[config.mk]
export PLATFORM = sky130hd
export DESIGN_NAME = disc_decider
export DESIGN_NICKNAME = d
export VERILOG_FILES = /design/src/rtl/disc_pkg.sv /design/src/rtl/persist_timer.sv /design/src/rtl/disc_lane.sv /design/src/rtl/disc_decider.sv
export SDC_FILE = /design/constraint.sdc
export NUM_CORES = 1
export LEC_CHECK = 0
export BUFFER_PORTS_ARGS = -buffer_cell sky130_fd_sc_hd__buf_2
export CAP_MARGIN = 20
export CORE_MARGIN = 10
export CORE_UTILIZATION = 49
export DETAILED_ROUTE_END_ITERATION = 7
export HOLD_SLACK_MARGIN = 0.05
export PLACE_DENSITY = 0.75
export SLEW_MARGIN = 20
export SYNTH_ARGS = -nofsm -noshare
export SYNTH_HDL_FRONTEND = slang
export SYNTH_SLANG_ARGS = --single-unit
[constraint.sdc]
create_clock -name clk -period 1.3 [get_ports clk]
set_clock_uncertainty 0.1 [all_clocks]
set_input_delay 0.065 -clock clk [delete_from_list [all_inputs] [get_ports clk]]
set_output_delay 0.065 -clock clk [all_outputs]
set_load 0.005 [all_outputs]
[src/rtl/disc_pkg.sv]
package disc_pkg;

    typedef struct packed {
        logic dc;
        logic ac;
    } meth_bits_t;

    function automatic logic keeps_alive(input logic en, input logic expired);
        return en && !expired;
    endfunction

endpackage

[src/rtl/persist_timer.sv]
module persist_timer #(
    parameter int TIMEOUT = 6
) (
    input  logic clk,
    input  logic rst_n,
    input  logic run,
    output logic expired
);
    localparam int LIMIT = TIMEOUT + 1;
    localparam int W     = $clog2(LIMIT + 1);

    typedef struct packed {
        logic [W-1:0] cnt;
    } st_t;

    st_t st_d, st_q;

    always_comb begin
        st_d = st_q;
        if (!run) begin
            st_d.cnt = '0;
        end else if (st_q.cnt != W'(LIMIT)) begin
            st_d.cnt = st_q.cnt + 1'b1;
        end
    end

    always_ff @(posedge clk) begin
        if (!rst_n) st_q <= '0;
        else        st_q <= st_d;
    end

    assign expired = (st_q.cnt == W'(LIMIT));

    p_restart_clears_r7: assert property (@(posedge clk) disable iff (!rst_n)
        !run |=> (st_q.cnt == '0));

    p_counts_up_r2: assert property (@(posedge clk) disable iff (!rst_n)
        (run && !expired) |=> (st_q.cnt == $past(st_q.cnt) + 1'b1));

    p_holds_expired_r6: assert property (@(posedge clk) disable iff (!rst_n)
        (run && expired) |=> expired);

endmodule

[src/rtl/disc_lane.sv]
module disc_lane
    import disc_pkg::*;
#(
    parameter int DC_TIMEOUT = 6,
    parameter int AC_TIMEOUT = 10
) (
    input  logic clk,
    input  logic rst_n,
    input  logic port_on,
    input  logic dc_low,
    input  logic ac_low,
    input  logic dc_en,
    input  logic ac_en,
    output logic off_req
);
    typedef struct packed {
        logic trip_seen;
        logic pulse;
    } st_t;

    st_t        st_d, st_q;
    meth_bits_t run;
    meth_bits_t exp_now;
    logic       trip;

    assign run.dc = port_on && dc_en && dc_low;
    assign run.ac = port_on && ac_en && ac_low;

    persist_timer #(.TIMEOUT(DC_TIMEOUT)) u_dc_timer (
        .clk     (clk),
        .rst_n   (rst_n),
        .run     (run.dc),
        .expired (exp_now.dc)
    );

    persist_timer #(.TIMEOUT(AC_TIMEOUT)) u_ac_timer (
        .clk     (clk),
        .rst_n   (rst_n),
        .run     (run.ac),
        .expired (exp_now.ac)
    );

    always_comb begin
        st_d = st_q;
        trip = port_on && (dc_en || ac_en)
            && !keeps_alive(dc_en, exp_now.dc)
            && !keeps_alive(ac_en, exp_now.ac);
        st_d.trip_seen = trip;
        st_d.pulse     = trip && !st_q.trip_seen;
    end

    always_ff @(posedge clk) begin
        if (!rst_n) st_q <= '0;
        else        st_q <= st_d;
    end

    assign off_req = st_q.pulse;

    p_single_pulse_r6: assert property (@(posedge clk) disable iff (!rst_n)
        off_req |=> !off_req);

    p_needs_enable_r5: assert property (@(posedge clk) disable iff (!rst_n)
        off_req |-> $past(dc_en || ac_en));

    p_needs_power_r10: assert property (@(posedge clk) disable iff (!rst_n)
        off_req |-> $past(port_on));

    p_all_enabled_expired_r4: assert property (@(posedge clk) disable iff (!rst_n)
        off_req |-> $past((!dc_en || exp_now.dc) && (!ac_en || exp_now.ac)));

endmodule

[src/rtl/disc_decider.sv]
module disc_decider #(
    parameter int NPORTS     = 4,
    parameter int DC_TIMEOUT = 6,
    parameter int AC_TIMEOUT = 10
) (
    input  logic                  clk,
    input  logic                  rst_n,
    input  logic [NPORTS-1:0]     port_on,
    input  logic [NPORTS-1:0]     dc_low,
    input  logic [NPORTS-1:0]     ac_low,
    input  logic [2*NPORTS-1:0]   dis_en,
    output logic [NPORTS-1:0]     off_req
);
    localparam int AC_BASE = NPORTS;

    for (genvar p = 0; p < NPORTS; p++) begin : g_lane
        disc_lane #(
            .DC_TIMEOUT (DC_TIMEOUT),
            .AC_TIMEOUT (AC_TIMEOUT)
        ) u_lane (
            .clk     (clk),
            .rst_n   (rst_n),
            .port_on (port_on[p]),
            .dc_low  (dc_low[p]),
            .ac_low  (ac_low[p]),
            .dc_en   (dis_en[p]),
            .ac_en   (dis_en[AC_BASE+p]),
            .off_req (off_req[p])
        );
    end

    p_reset_quiet_r8: assert property (@(posedge clk)
        !rst_n |=> (off_req == '0));

    p_only_powered_r9: assert property (@(posedge clk) disable iff (!rst_n)
        ((off_req & ~$past(port_on)) == '0));

endmodule

==> impl_metrics.env <==
export IMPL_syn_inst=146
export IMPL_yosys_area_share_simple_pct=20.27
export IMPL_hold_viol_final=0
export IMPL_dr_pass1_iters=4
export IMPL_worst_slew_pin_slew_ns=0.2327
export IMPL_rows=20
export IMPL_syn_area_um2=1580
export IMPL_required_ns=1.45
export IMPL_core_area_um2=3078
export IMPL_final_area_um2=2220
export IMPL_yosysSeqAreaShare_pct=45.61
export IMPL_setup_violations=0
export IMPL_ys_ff_latch=36
export IMPL_endpoint="g_lane[0].u_lane.u_dc_timer.st_q[2]"
export IMPL_cts_buffers=5
export IMPL_dpl_hpwl_um=2351
export IMPL_r2r_start="g_lane[0].u_lane.u_dc_timer.st_q[1]"
export IMPL_reg2regPathDepth=5
export IMPL_rsz0062_at_grt="yes"
export IMPL_clk_pin_slew_ns=0.11
export IMPL_hold_class="reg -> reg"
export IMPL_synth_cell_type_count=18
export IMPL_placed_area_um2=1795
export IMPL_end_kind="flip-flop"
export IMPL_antenna_cells=0
export IMPL_async_reset_ff_share_pct=0
export IMPL_dieHeight_um=76.79
export IMPL_cts_buffer_depth=2
export IMPL_relSlewSlack_pct=84.49
export IMPL_totalWireLength_um=3743
export IMPL_cts_max_level=2
export IMPL_fin_crit_sh_pct=98.18
export IMPL_die_w_um=76.79
export IMPL_maxSlewViolCount=0
export IMPL_synth_top_family_by_area="simple AND/OR/NAND/NOR gates"
export IMPL_grt_max_degree=13
export IMPL_start_util_pct=51.34
export IMPL_yosysMostFrequentCell="dfxtp_1"
export IMPL_synth_top_area_share_pct=45.61
export IMPL_p_per_area_nw_per_um2=883.5
export IMPL_grt_overflow=0
export IMPL_holdWs_ns=0.3953
export IMPL_maxCapViolations=0
export IMPL_synth_edf_count=0
export IMPL_drive_above_1_share_pct=37.86
export IMPL_syn_nets=180
export IMPL_gp_congestion=0.6845
export IMPL_setup_ws_ns=0.02364
export IMPL_crit_path_start="g_lane[0].u_lane.u_dc_timer.st_q[1]"
export IMPL_p_leak_uw=0.001059
export IMPL_syn2layout_area_growth_pct=40.46
export IMPL_utilization_pct=72.11
export IMPL_synthMuxAreaShare_pct=12.03
export IMPL_yosys_warnings=0
export IMPL_cts_sinks=36
export IMPL_synthAdderAreaFrac_pct=9.501
export IMPL_synth_common_cells="36 x dfxtp_1, 31 x nor2_1, 19 x mux2i_1"
export IMPL_postRouteAntennaNets=0
export IMPL_worst_setup_path_type="reg -> reg"
export IMPL_vias_per_cell=5.060
export IMPL_wire_per_inst_um=14.97
export IMPL_synth_largest_area_cell="dfxtp_1"
export IMPL_worst_path_max_fanout=3
export IMPL_synth_xor_area_share_pct=6.651
export IMPL_arrival_ns=1.42
export IMPL_ff2ff_setup_slack_ns=0.02
export IMPL_avgSynthCellArea_um2=10.82
export IMPL_vdd_drop_max_mv=0.7283
export IMPL_vias=1265
export IMPL_drtIter0Drc=65
export IMPL_io_buffer_count=25
export IMPL_grt_pass1_vias=1303
export IMPL_pre_cts_ws_ns=-0.02138
export IMPL_critPathLaunchType="flip-flop"
export IMPL_period_needed_ns=1.276
export IMPL_grt_usage_pct=11.95
export IMPL_root_buffer="clkbuf_4"
export IMPL_cts_tree="done"
export IMPL_status="finished clean"
export IMPL_drc=0
export IMPL_insertion_delay_ns=0.34
export IMPL_synth_compound_area_share_pct=3.484
export IMPL_r2r_end="g_lane[0].u_lane.u_dc_timer.st_q[2]"
export IMPL_synth_area_leaders="dfxtp_1 46%, mux2i_1 12%, ha_1 9.5%"
export IMPL_finalNetCount=240
export IMPL_synthFlopType="dfxtp_1"
export IMPL_grt_pass1_wl_um=5789
export IMPL_timing_setup_tns_ns=0
export IMPL_ios=26
export IMPL_fmax_ghz=0.7835
export IMPL_die_area_um2=5897
export IMPL_grt_antenna_before_repair=0
placed cells by master (no fill, tap or decap), types with 5 or more instances in the layout:
cell type	instances
clkbuf_4	5
buf_4	10
nor2_1	31
nand4_1	8
dfxtp_1	25
mux2i_1	17
ha_4	7
xor2_1	8
buf_2	25
dfxtp_2	11
dlygate4sd3_1	21
ha_2	5
how the worst min path moves through the flow:
stage                                   from                        to  slack [ns]  cells after the start
floorplan                          dis_en[4]  g_lane[0].u_lane.st_q[1]        0.06                      1
global placement                   dis_en[6]  g_lane[2].u_lane.st_q[1]        0.18                      2
detailed placement                 dis_en[4]  g_lane[0].u_lane.st_q[1]        0.19                      2
CTS                                dis_en[4]  g_lane[0].u_lane.st_q[1]        0.36                      3
global route                       dis_en[7]  g_lane[3].u_lane.st_q[1]        0.38                      3
finish              g_lane[1].u_lane.st_q[1]  g_lane[1].u_lane.off_req        0.40                      1
flip-flops by register name, summed over array words and instances (netlist names):
name                           count
g_lane.u_lane.u_ac_timer.st_q     16
g_lane.u_lane.off_req              4
g_lane.u_lane.u_dc_timer.st_q     12
g_lane.u_lane.st_q                 4
per-layer routing:
layer	global-route usage, %	vias to the layer above	part of all wire [%]
met5	0	-	0
met2	21.75	32	53
met1	11.25	604	39
met4	6.134	0	2.8
met3	4.779	11	4.8
li1	-	618	-
cells by family after synthesis:
| family | count (synthesis) |
|---|---|
| and+or+nand+nor | 56 |
| DFF | 36 |
| xor gates and xnor gates | 12 |
| muxes | 19 |
| adders and majority gates | 12 |
| buffers and inverters | 6 |
| AOI/OAI and AO/OA | 5 |
where the power goes:
part	switching (uW)	leakage (uW)	total [uW]	internal, uW
clock network	370	0.0000374	677	307
registers	7.57	0.000296	1120	1110
logic	64.5	0.000725	162	97.7
per-stage QoR:
step,instances,total power [uW]
6_report,250,1961
5_1_grt,250,2052
2_1_floorplan,146,1188
3_5_place_dp,218,1243
4_1_cts,248,1951
3_3_place_gp,218,1236
critical path: stages, from the launching register on:
cell and delay (ns):
dfxtp_2 0.36, ha_4 0.16, ha_4 0.16, buf_4 0.15
mux2i_1 0.19, nor2_1 0.07
cell type report:
| class | instances | area, um2 |
|---|---|---|
| Fill cell | 236 | 858.3 |
| Sequential cell | 36 | 734.5 |
| Tap cell | 44 | 55.05 |
| Multi-Input combinational cell | 104 | 928.4 |
| Timing Repair Buffer | 58 | 432.9 |
| Clock buffer | 7 | 65.06 |
| Inverter | 1 | 3.754 |
repair_timing:
| item | CTS | global route |
|---|---|---|
| setup endpoints to repair | 4 | 14 |
| hold buffers | 21 | 0 |
| pin swaps | 2 | 2 |
| cloned | 0 | 0 |
| gates resized for setup | 5 | 25 |
| setup buffers | 2 | 2 |
| endpoints found under the hold margin | 36 | 0 |
No activity file was read; power rests on OpenSTA's default activity.
